## src/rtl/timer_bank_pkg.sv

```systemverilog
package timer_bank_pkg;
   localparam int CTL_W     = 16;
   localparam int CTL_PSC   = 0;
   localparam int CTL_CHAIN = 2;
   localparam int CTL_IE    = 6;
   localparam int CTL_RUN   = 7;

   typedef enum logic {
      SEL_DATA = 1'b0,
      SEL_CTL  = 1'b1
   } reg_sel_e;
endpackage

```

## src/rtl/tmr_prescaler.sv

```systemverilog
module tmr_prescaler #(
   parameter int PSC1_LOG2 = 6,
   parameter int PSC2_LOG2 = 8,
   parameter int PSC3_LOG2 = 10
) (
   input  logic       clk,
   input  logic       rst,
   input  logic       run_i,
   input  logic [1:0] sel_i,
   output logic       tick_o
);
   localparam int MAX12  = (PSC1_LOG2 > PSC2_LOG2) ? PSC1_LOG2 : PSC2_LOG2;
   localparam int MAXSH  = (MAX12 > PSC3_LOG2) ? MAX12 : PSC3_LOG2;
   localparam int ACC_W  = (MAXSH < 1) ? 1 : MAXSH;

   if (PSC1_LOG2 < 1 || PSC1_LOG2 > 20) begin : g_bad_psc1
      $error("PSC1_LOG2 out of range");
   end
   if (PSC2_LOG2 < 1 || PSC2_LOG2 > 20) begin : g_bad_psc2
      $error("PSC2_LOG2 out of range");
   end
   if (PSC3_LOG2 < 1 || PSC3_LOG2 > 20) begin : g_bad_psc3
      $error("PSC3_LOG2 out of range");
   end

   logic [ACC_W-1:0] acc_q;
   logic [ACC_W-1:0] limit;

   always_comb begin
      case (sel_i)
         2'd1:    limit = ACC_W'((1 << PSC1_LOG2) - 1);
         2'd2:    limit = ACC_W'((1 << PSC2_LOG2) - 1);
         2'd3:    limit = ACC_W'((1 << PSC3_LOG2) - 1);
         default: limit = '0;
      endcase
   end

   assign tick_o = run_i && (acc_q >= limit);

   always_ff @(posedge clk) begin
      if (rst || !run_i) begin
         acc_q <= '0;
      end else if (tick_o) begin
         acc_q <= '0;
      end else begin
         acc_q <= acc_q + 1'b1;
      end
   end


   tick_gap_chk: assert property (@(posedge clk) disable iff (rst)
      (run_i && $past(run_i) && $stable(sel_i) && sel_i != 2'd0 && tick_o) |-> !$past(tick_o));


   acc_idle_chk: assert property (@(posedge clk) disable iff (rst)
      (!run_i) |=> !tick_o || !run_i || (sel_i == 2'd0));
endmodule

```

## src/rtl/tmr_channel.sv

```systemverilog
module tmr_channel
   import timer_bank_pkg::*;
#(
   parameter int DATA_W    = 16,
   parameter int CNT_W     = 16,
   parameter int PSC1_LOG2 = 6,
   parameter int PSC2_LOG2 = 8,
   parameter int PSC3_LOG2 = 10
) (
   input  logic              clk,
   input  logic              rst,
   input  logic              wr_ctl_i,
   input  logic              wr_rld_i,
   input  logic [DATA_W-1:0] wdata_i,
   input  logic              chain_i,
   output logic              ovf_o,
   output logic              irq_o,
   output logic [CNT_W-1:0]  cnt_o,
   output logic [DATA_W-1:0] ctl_o
);
   if (CNT_W < 1 || CNT_W > DATA_W) begin : g_bad_cnt
      $error("CNT_W must lie in 1..DATA_W");
   end
   if (DATA_W < CTL_W) begin : g_bad_data
      $error("DATA_W too narrow for control word");
   end

   logic [DATA_W-1:0] ctl_q;
   logic [CNT_W-1:0]  rld_q;
   logic [CNT_W-1:0]  cnt_q;
   logic              run, chained, load_now, pre_tick, advance;

   assign run      = ctl_q[CTL_RUN];
   assign chained  = ctl_q[CTL_CHAIN];
   assign load_now = wr_ctl_i && wdata_i[CTL_RUN] && !run;

   tmr_prescaler #(
      .PSC1_LOG2 (PSC1_LOG2),
      .PSC2_LOG2 (PSC2_LOG2),
      .PSC3_LOG2 (PSC3_LOG2)
   ) i_psc (
      .clk    (clk),
      .rst    (rst),
      .run_i  (run && !chained),
      .sel_i  (ctl_q[CTL_PSC +: 2]),
      .tick_o (pre_tick)
   );

   assign advance = run && (chained ? chain_i : pre_tick);
   assign ovf_o   = advance && (cnt_q == {CNT_W{1'b1}});
   assign irq_o   = ovf_o && ctl_q[CTL_IE];
   assign cnt_o   = cnt_q;
   assign ctl_o   = ctl_q;

   always_ff @(posedge clk) begin
      if (rst) begin
         ctl_q <= '0;
         rld_q <= '0;
         cnt_q <= '0;
      end else begin
         if (wr_ctl_i) ctl_q <= wdata_i;
         if (wr_rld_i) rld_q <= wdata_i[CNT_W-1:0];
         if (load_now) begin
            cnt_q <= rld_q;
         end else if (advance) begin
            cnt_q <= ovf_o ? rld_q : cnt_q + 1'b1;
         end
      end
   end


   load_on_start_chk: assert property (@(posedge clk) disable iff (rst)
      load_now |=> cnt_q == $past(rld_q));


   reload_on_wrap_chk: assert property (@(posedge clk) disable iff (rst)
      ovf_o |=> cnt_q == $past(rld_q));


   chain_hold_chk: assert property (@(posedge clk) disable iff (rst)
      (run && chained && !chain_i && !load_now) |=> $stable(cnt_q));


   chain_step_chk: assert property (@(posedge clk) disable iff (rst)
      (run && chained && chain_i && !load_now) |=>
         (cnt_q == $past(cnt_q) + 1'b1) || (cnt_q == $past(rld_q)));


   idle_hold_chk: assert property (@(posedge clk) disable iff (rst)
      (!run && !load_now) |=> $stable(cnt_q));
endmodule

```

## src/rtl/timer_bank.sv

```systemverilog
module timer_bank
   import timer_bank_pkg::*;
#(
   parameter int NUM_CH    = 4,
   parameter int DATA_W    = 16,
   parameter int CNT_W     = 16,
   parameter int PSC1_LOG2 = 6,
   parameter int PSC2_LOG2 = 8,
   parameter int PSC3_LOG2 = 10,
   localparam int CH_W     = (NUM_CH > 2) ? $clog2(NUM_CH) : 1
) (
   input  logic              clk,
   input  logic              rst,
   input  logic              wr_en,
   input  logic [CH_W-1:0]   wr_ch,
   input  logic              wr_sel,
   input  logic [DATA_W-1:0] wr_data,
   input  logic [CH_W-1:0]   rd_ch,
   input  logic              rd_sel,
   output logic [DATA_W-1:0] rd_data,
   output logic [NUM_CH-1:0] irq
);
   if (NUM_CH < 2 || NUM_CH != (1 << CH_W)) begin : g_bad_ch
      $error("NUM_CH must be a power of two, at least 2");
   end

   logic [NUM_CH-1:0]             ovf;
   logic [NUM_CH-1:0][DATA_W-1:0] cnt_rd;
   logic [NUM_CH-1:0][DATA_W-1:0] ctl_rd;

   for (genvar g = 0; g < NUM_CH; g++) begin : g_ch
      logic             chain_in;
      logic             sel_me;
      logic [CNT_W-1:0] cnt_w;

      if (g == 0) begin : g_base
         assign chain_in = 1'b0;
      end else begin : g_link
         assign chain_in = ovf[g-1];
      end

      assign sel_me = wr_en && (wr_ch == CH_W'(g));

      tmr_channel #(
         .DATA_W    (DATA_W),
         .CNT_W     (CNT_W),
         .PSC1_LOG2 (PSC1_LOG2),
         .PSC2_LOG2 (PSC2_LOG2),
         .PSC3_LOG2 (PSC3_LOG2)
      ) i_ch (
         .clk      (clk),
         .rst      (rst),
         .wr_ctl_i (sel_me && (wr_sel == SEL_CTL)),
         .wr_rld_i (sel_me && (wr_sel == SEL_DATA)),
         .wdata_i  (wr_data),
         .chain_i  (chain_in),
         .ovf_o    (ovf[g]),
         .irq_o    (irq[g]),
         .cnt_o    (cnt_w),
         .ctl_o    (ctl_rd[g])
      );

      assign cnt_rd[g] = DATA_W'(cnt_w);
   end

   assign rd_data = (rd_sel == SEL_CTL) ? ctl_rd[rd_ch] : cnt_rd[rd_ch];


   reset_quiet_chk: assert property (@(posedge clk)
      rst |=> (irq == '0));
endmodule

```

## config.mk

```make
export PLATFORM = sky130hd
export DESIGN_NAME = timer_bank
export DESIGN_NICKNAME = d
export VERILOG_FILES = /design/src/rtl/timer_bank_pkg.sv /design/src/rtl/tmr_prescaler.sv /design/src/rtl/tmr_channel.sv /design/src/rtl/timer_bank.sv
export SDC_FILE = /design/constraint.sdc
export NUM_CORES = 1
export LEC_CHECK = 0
export ABC_AREA = 0
export BUFFER_PORTS_ARGS = -buffer_cell sky130_fd_sc_hd__buf_2
export CAP_MARGIN = 30
export CORE_MARGIN = 2
export CORE_UTILIZATION = 55
export DETAILED_ROUTE_END_ITERATION = 8
export GPL_TIMING_DRIVEN = 0
export PLACE_DENSITY = 0.7
export SLEW_MARGIN = 30
export SYNTH_ARGS = -nofsm -noshare
export SYNTH_HDL_FRONTEND = slang
export SYNTH_SLANG_ARGS = --single-unit
```

## constraint.sdc

```tcl
create_clock -name clk -period 4.1 [get_ports clk]
set_input_delay 1.025 -clock clk [delete_from_list [all_inputs] [get_ports clk]]
set_output_delay 1.025 -clock clk [all_outputs]
set_load 0.005 [all_outputs]
```

==> metrics, run 1 <==
hpwl dp=27.82 mm; row cnt=54; P per Cell Area=approximately 370 mW/mm²; final std cells w/o fill=1862; register bit count reported by yosys=232; Initial Util=0.5551; Hold Path Depth=2; clock buffer depth=3; Total GRT Usage=0.3361; core area=0.02162 mm²; largest net degree at the start of global routing=14; Residual DRC=0; die height=151.7 µm; Worst Setup Start Kind=register; Storage cell area=0.004658 mm²; vias in the first global route=10390; mapped cell area=0.01200 mm²; Fin Clk Skew=~0.014 ns; Routed Antenna Nets=0; share of cells above drive strength 1=0.1334; Synth Flop Type=dfxtp_1; CTS Hold Bufs=0; area occupied by multi-input gates=between 0.007 and 0.008 mm²; Mapped Nets=1570; final wirelength=~40 mm; most common cell after layout, fill and taps aside=nand2_1; worst hold-check path type=register to register; reg2reg setup slack=0.27 ns; fin nets=1635; critical path's top delay family=compound AO/OA/AOI/OAI gates; clk root buf=clkbuf_16; Worst Path Required=3.07 ns; Clock Pin Slew Worst Setup and Hold Paths=0.06 ns; CP Data Arrival Time=3.15 ns; final period utilization=1.018; crit-path cells=nand2_2 -> ha_4 -> and4_4 -> o211ai_1 -> o41ai_4 -> a2111oi_4 -> or2b_4 -> o31a_1 -> and4b_1 -> buf_2; Max VDD drop=about 0.32 mV; # IOs=45; Distinct cells, synth=58; Buf+Inv Stages, Crit Path=1; Hold WS=0.4488 ns; Critical R2R Capture=g_ch[2].i_ch.cnt_o[6]; dpl cells=1800; final number of hold-violating endpoints=0; R2R Path Start=g_ch[2].i_ch.ctl_o[1]; RSZ-0062 raised after global routing=true; async set-reset flop share out of synthesis=0; Design Power=a little over 5 mW; violated checks=negative setup slack; worst skew pair latency=between 0.5 and 0.6 ns; global route total overflow=0; number of H-tree levels=1; Critical Path Max Stage Delay=0.43 ns; Mapped Cells=~1500; clock sink count=232; Peak Freq=239.6 MHz; Filler Cell Count=1942; minimum clock period=4.173 ns; Synth-to-Final Area Change=14.19%; vias per cell=between 6 and 7; crit path max fanout=4; placed instance area=0.01247 mm²; drt first-iter violations=around 1400; Total Die Area=0.02302 mm²; Max Cap Violations=0; Final GP Congestion=0.9988; Via Count=11540; Slew headroom=0.2975; Ys Warns=0; status=finished, violations left; commonest cells after routing, fill and taps aside=nand2_1, dfxtp_1, a21oi_1; worst r2r path cells=13; routed len/inst=21.07 µm; Synth Area per Inst=8.017 µm²; Worst Hold End=g_ch[2].i_ch.rld_q[11]; WS Path Type=register to output port; final-report setup violation count=1; Final Worst Setup Slack=-0.07328 ns; Pleak=4.675 nW; Worst setup EP type=output port; fin. max-slew vios=0; antenna violations before repair=0; drt pass-1 iters=8; HP Start=g_ch[2].i_ch.rld_q[11]; EDFF count, synth=0; antenna cell count=0; wire length of the first global-routing pass=58.74 mm; CTS tree=built; IO Port Bufs=23; Seq/Total Area, Yosys=0.3870; die width=around 150 µm; number of CTS-inserted buffers=27; Worst Tran Pin Value=1.054 ns; CP max-delay cell=o41ai_4; Final Instance Area=about 0.014 mm²
-- sequential cells by signal (all words and copies together) (netlist names) --
name	cells
g_ch.i_ch.cnt_o	64
g_ch.i_ch.i_psc.acc_q	40
g_ch.i_ch.rld_q	64
g_ch.i_ch.ctl_o	64
-- through the flow --
step	utilization	TNS [ns]	worst slack, ns
6_report	0.6339	-0.07328	-0.07328
5_1_grt	0.6339	-0.1840	-0.1830
4_1_cts	0.6277	-0.05683	-0.05683
3_5_place_dp	0.5769	-2.249	-0.1971
3_3_place_gp	0.5766	-7.814	-0.4889
2_1_floorplan	-	0	0.4642
-- Yosys cell counts (5+ instances only) --
library cell / number / share of area
o21a_1: 5 / 0.0031
ha_1: 48 / 0.050
clkbuf_2: 13 / 0.0054
a22oi_1: 16 / 0.010
a211oi_1: 8 / 0.0050
nor4_1: 16 / 0.0083
nor3_1: 32 / 0.013
nand2b_1: 6 / 0.0031
nand3b_1: 11 / 0.0069
a221oi_1: 5 / 0.0036
nand2_1: 323 / 0.10
buf_4: 5 / 0.0031
inv_1: 37 / 0.012
o32ai_1: 11 / 0.0080
dfxtp_1: 232 / 0.39
and3_1: 22 / 0.011
mux2_2: 17 / 0.016
nand4_1: 16 / 0.0083
nor2_1: 101 / 0.032
a31oi_1: 22 / 0.011
buf_1: 7 / 0.0022
a21oi_1: 200 / 0.083
or3_1: 7 / 0.0036
or4_1: 7 / 0.0044
nand3_1: 58 / 0.024
and2_1: 13 / 0.0068
or2_2: 9 / 0.0047
o21ai_0: 54 / 0.023
nor3b_1: 7 / 0.0044
mux4_2: 32 / 0.060
xnor2_1: 12 / 0.0088
xor2_1: 20 / 0.015
clkbuf_1: 70 / 0.022
nor2b_1: 15 / 0.0078
-- logic make-up (layout without fill, tap and decap cells) --
family / Yosys count / count (layout) / share of synthesized area
and+or+nand+nor: 653 / 653 / 0.2486
AOI/OAI and AO/OA: 344 / 344 / 0.1661
DFF: 232 / 232 / 0.3870
buffers and inverters: 136 / 221 / 0.04639
muxes: 52 / 52 / 0.07850
adders and majority gates: 48 / 48 / 0.05004
xor gates and xnor gates: 32 / 32 / 0.02335
-- worst reg2reg max path, stage by stage, from the launching register on --
cell and delay, ns:
dfxtp_4 0.37, nand2_2 0.11, ha_4 0.29, and4_4 0.23
o211ai_1 0.13, o41ai_4 0.43, a2111oi_4 0.10, or2b_4 0.29
buf_4 0.17, o31ai_1 0.57, clkbuf_1 0.46, buf_2 0.34
a31oi_1 0.12, a21oi_1 0.16
-- per-layer routing --
metal,GRT usage,vias up,share of wire
met2,0.5153,604,0.44
met4,0.1690,0,0.055
li1,-,5414,-
met1,0.4555,5393,0.41
met3,0.06108,128,0.10
met5,0,-,0
-- cell type report --
cell class | instances | area share
multi-input combinational | 1129 | 0.5119
sequential | 232 | 0.3399
clock buffer | 35 | 0.05514
buffer | 98 | 0.03095
tap | 280 | 0.02556
timing repair buffer | 37 | 0.01662
inverter | 37 | 0.01068
clock inverter | 14 | 0.009221
-- worst max path at each step --
stage / from / endpoint / slack, ns / cells past startpoint
floorplan: rd_ch[1] / rd_data[7] / 0.46 / 4
global placement: g_ch[1].i_ch.cnt_o[0] / irq[3] / -0.49 / 9
detailed placement: rd_ch[0] / rd_data[13] / -0.20 / 6
CTS: g_ch[2].i_ch.ctl_o[1] / irq[3] / -0.06 / 10
global route: g_ch[2].i_ch.ctl_o[1] / irq[3] / -0.18 / 10
finish: g_ch[2].i_ch.ctl_o[1] / irq[3] / -0.07 / 10
-- power by group --
part           switching [mW]  leakage, nW  total [mW]  internal, mW
registers              0.0529         1.88        2.35          2.30
logic                   0.255         2.35       0.383         0.128
clock network           0.974        0.444        2.39          1.42
-- repair_timing --
action,4_1_cts,5_1_grt
setup buffers,10,4
resized for setup,34,28
pin swaps,12,9
setup endpoints to repair,17,14
Note: power is estimated with default switching activity, not from simulation.
==> run 2: changes to the inputs <==
--- a/config.mk
+++ b/config.mk
@@ -12,7 +12,7 @@
 export CORE_UTILIZATION = 55
 export DETAILED_ROUTE_END_ITERATION = 8
 export GPL_TIMING_DRIVEN = 0
-export PLACE_DENSITY = 0.7
+export PLACE_DENSITY_LB_ADDON = 0.3
 export SLEW_MARGIN = 30
 export SYNTH_ARGS = -nofsm -noshare
 export SYNTH_HDL_FRONTEND = slang
==> run 2 against run 1 <==
- the run still ends with negative setup slack left
- critical path depth is 1 higher
- die area stayed put
- design area is 0.87% lower
- sequential share of layout area is 0.23 points higher
- utilization is 0.55 points lower
- via count is 0.92% higher
- final cell count is 0.27% lower
- worst setup slack worse by 0.036 ns
- fmax is 0.86% lower
- largest power group is now registers
==> metrics, run 2 (same netlist as run 1, synthesis figures left out) <==
wire length of the first global-routing pass=60.60 mm (was 58.74 mm); clk root buf=clkbuf_16 (unchanged); TNS Setup=-0.1095 ns (was -0.07328 ns); vias in the first global route=10760 (was 10390); Pleak=4.634 nW (was 4.675 nW); Via Count=11650 (was 11540); global route total overflow=0 (unchanged); Clock Pin Slew Worst Setup and Hold Paths=0.06 ns (about the same); most common cell after layout, fill and taps aside=nand2_1 (unchanged); WS Path Type=register to output port (unchanged); Worst Setup Start Kind=register (unchanged); HP Start=g_ch[1].i_ch.rld_q[0] (was g_ch[2].i_ch.rld_q[11]); Slew headroom=0.3006 (was 0.2975); Final Worst Setup Slack=-0.1095 ns (was -0.07328 ns); crit path max fanout=5 (was 4); Residual DRC=0 (unchanged); status=finished, violations left (unchanged); drt pass-1 iters=6 (was 8); # IOs=45 (unchanged); number of CTS-inserted buffers=26 (was 27); final-report setup violation count=1 (unchanged); R2R Path Start=g_ch[0].i_ch.ctl_o[0] (was g_ch[2].i_ch.ctl_o[1]); Hold Path Depth=2 (unchanged); worst hold-check path type=register to register (unchanged); Fin Clk Skew=0.01308 ns (was 0.01427 ns); Worst Hold End=g_ch[1].i_ch.rld_q[0] (was g_ch[2].i_ch.rld_q[11]); Initial Util=0.5551 (unchanged); Filler Cell Count=1881 (was 1942); routed len/inst=21.56 µm (was 21.07 µm); worst r2r path cells=16 (was 13); antenna cell count=0 (unchanged); Design Power=4.912 mW (was 5.127 mW); Total GRT Usage=0.3464 (was 0.3361); clock buffer depth=3 (unchanged); Worst Tran Pin Value=1.041 ns (was 1.054 ns); final period utilization=1.027 (was 1.018); Final GP Congestion=0.9879 (was 0.9988); worst skew pair latency=0.55 ns (about the same); hpwl dp=27.99 mm (was 27.82 mm); clock sink count=232 (unchanged); die height=151.7 µm (unchanged); Critical R2R Capture=g_ch[3].i_ch.cnt_o[2] (was g_ch[2].i_ch.cnt_o[6]); reg2reg setup slack=0.25 ns (was 0.27 ns); RSZ-0062 raised after global routing=true (unchanged); Routed Antenna Nets=0 (unchanged); minimum clock period=4.210 ns (was 4.173 ns); Worst Path Required=3.07 ns (about the same); Max Cap Violations=0 (unchanged); IO Port Bufs=23 (unchanged); share of cells above drive strength 1=0.1230 (was 0.1334); Max VDD drop=0.3143 mV (was 0.3227 mV); Worst setup EP type=output port (unchanged); fin nets=1636 (was 1635); die width=151.7 µm (unchanged); violated checks=negative setup slack (unchanged); row cnt=54 (unchanged); Synth-to-Final Area Change=13.20% (was 14.19%); P per Cell Area=361.6 mW/mm² (was 374.1 mW/mm²); Total Die Area=0.02302 mm² (unchanged); largest net degree at the start of global routing=13 (was 14); CTS Hold Bufs=0 (unchanged); commonest cells after routing, fill and taps aside=nand2_1, dfxtp_1, a21oi_1 (unchanged); drt first-iter violations=1195 (was 1410); fin. max-slew vios=0 (unchanged); final number of hold-violating endpoints=0 (unchanged); CTS tree=built (unchanged); number of H-tree levels=1 (unchanged); core area=0.02162 mm² (unchanged); CP Data Arrival Time=3.18 ns (was 3.15 ns); Peak Freq=237.6 MHz (was 239.6 MHz); antenna violations before repair=1 (was 0); vias per cell=6.271 (was 6.197); final wirelength=40.04 mm (was 39.24 mm)
## run 2: cell types whose count changed in the layout (fill, tap and decap cells not counted), sizes merged
cell / delta
inv: -1
clkinv: -5
bufinv: -2
buf: +3
## run 2: how the worst max path moves through the flow
stage	from	end	slack, ns	cells past startpoint
3_5_place_dp	rd_ch[0]	rd_data[2]	-0.30	6
2_1_floorplan	rd_ch[1]	rd_data[7]	0.46	4
6_report	g_ch[2].i_ch.ctl_o[1]	irq[3]	-0.11	11
3_3_place_gp	g_ch[1].i_ch.cnt_o[0]	irq[3]	-0.60	9
5_1_grt	g_ch[2].i_ch.ctl_o[1]	irq[3]	-0.18	10
4_1_cts	g_ch[2].i_ch.ctl_o[1]	irq[3]	-0.04	10
## run 2: worst max-delay path, cell delays in order, from the launching register on
cell       delay (ns)
dfxtp_4          0.38
or2_4            0.15
inv_6            0.05
ha_4             0.15
or4_4            0.55
a21oi_4          0.15
o41ai_4          0.11
a2111oi_4        0.39
or2b_4           0.21
o31a_1           0.15
and4b_1          0.22
buf_2            0.13
## run 2: stage by stage
stage / instances / utilization / setup slack [ns] / area (µm²) / hold slack, ns
6_report: 1857 / 0.6284 / -0.1095 / 13590 / 0.4530
5_1_grt: 1857 / 0.6284 / -0.1763 / 13590 / 0.4694
4_1_cts: 1853 / 0.6250 / -0.03825 / 13510 / 0.4538
3_5_place_dp: 1800 / 0.5769 / -0.3014 / 12470 / 0.4461
3_3_place_gp: 1800 / 0.5766 / -0.6031 / 12470 / 0.4385
2_1_floorplan: 1497 / - / 0.4642 / 12000 / 0.4312
## run 2: cell type report
cell class                 instances  area [µm²]  area share
timing repair buffer              40       252.7     0.01860
buffer                            97       416.7     0.03067
inverter                          37       143.9     0.01059
sequential                       232        4649      0.3422
clock inverter                     6       32.53    0.002395
multi-input combinational       1129        7000      0.5153
clock buffer                      36       739.5     0.05443
tap                              280       350.3     0.02579
## run 2: timing repair
| action | CTS | global route |
|---|---|---|
| gates resized for setup | 38 | 10 |
| setup buffers | 12 | 5 |
| pin swaps | 12 | 8 |
| endpoints found under the setup margin | 17 | 11 |
## run 2: metal layers
metal | GRT usage | vias to the layer above | wire [µm] | part of all wire
met5 | 0 | - | 9 | 0.00022
met4 | 0.2167 | 2 | 2909 | 0.073
met3 | 0.06138 | 159 | 3882 | 0.097
met2 | 0.5243 | 579 | 17270 | 0.43
met1 | 0.4588 | 5514 | 15970 | 0.40
li1 | - | 5391 | - | -
## run 2: report_power, final
group	leakage (nW)	switching, mW	internal, mW
logic	2.38	0.257	0.131
clock network	0.381	0.929	1.24
registers	1.88	0.0544	2.30
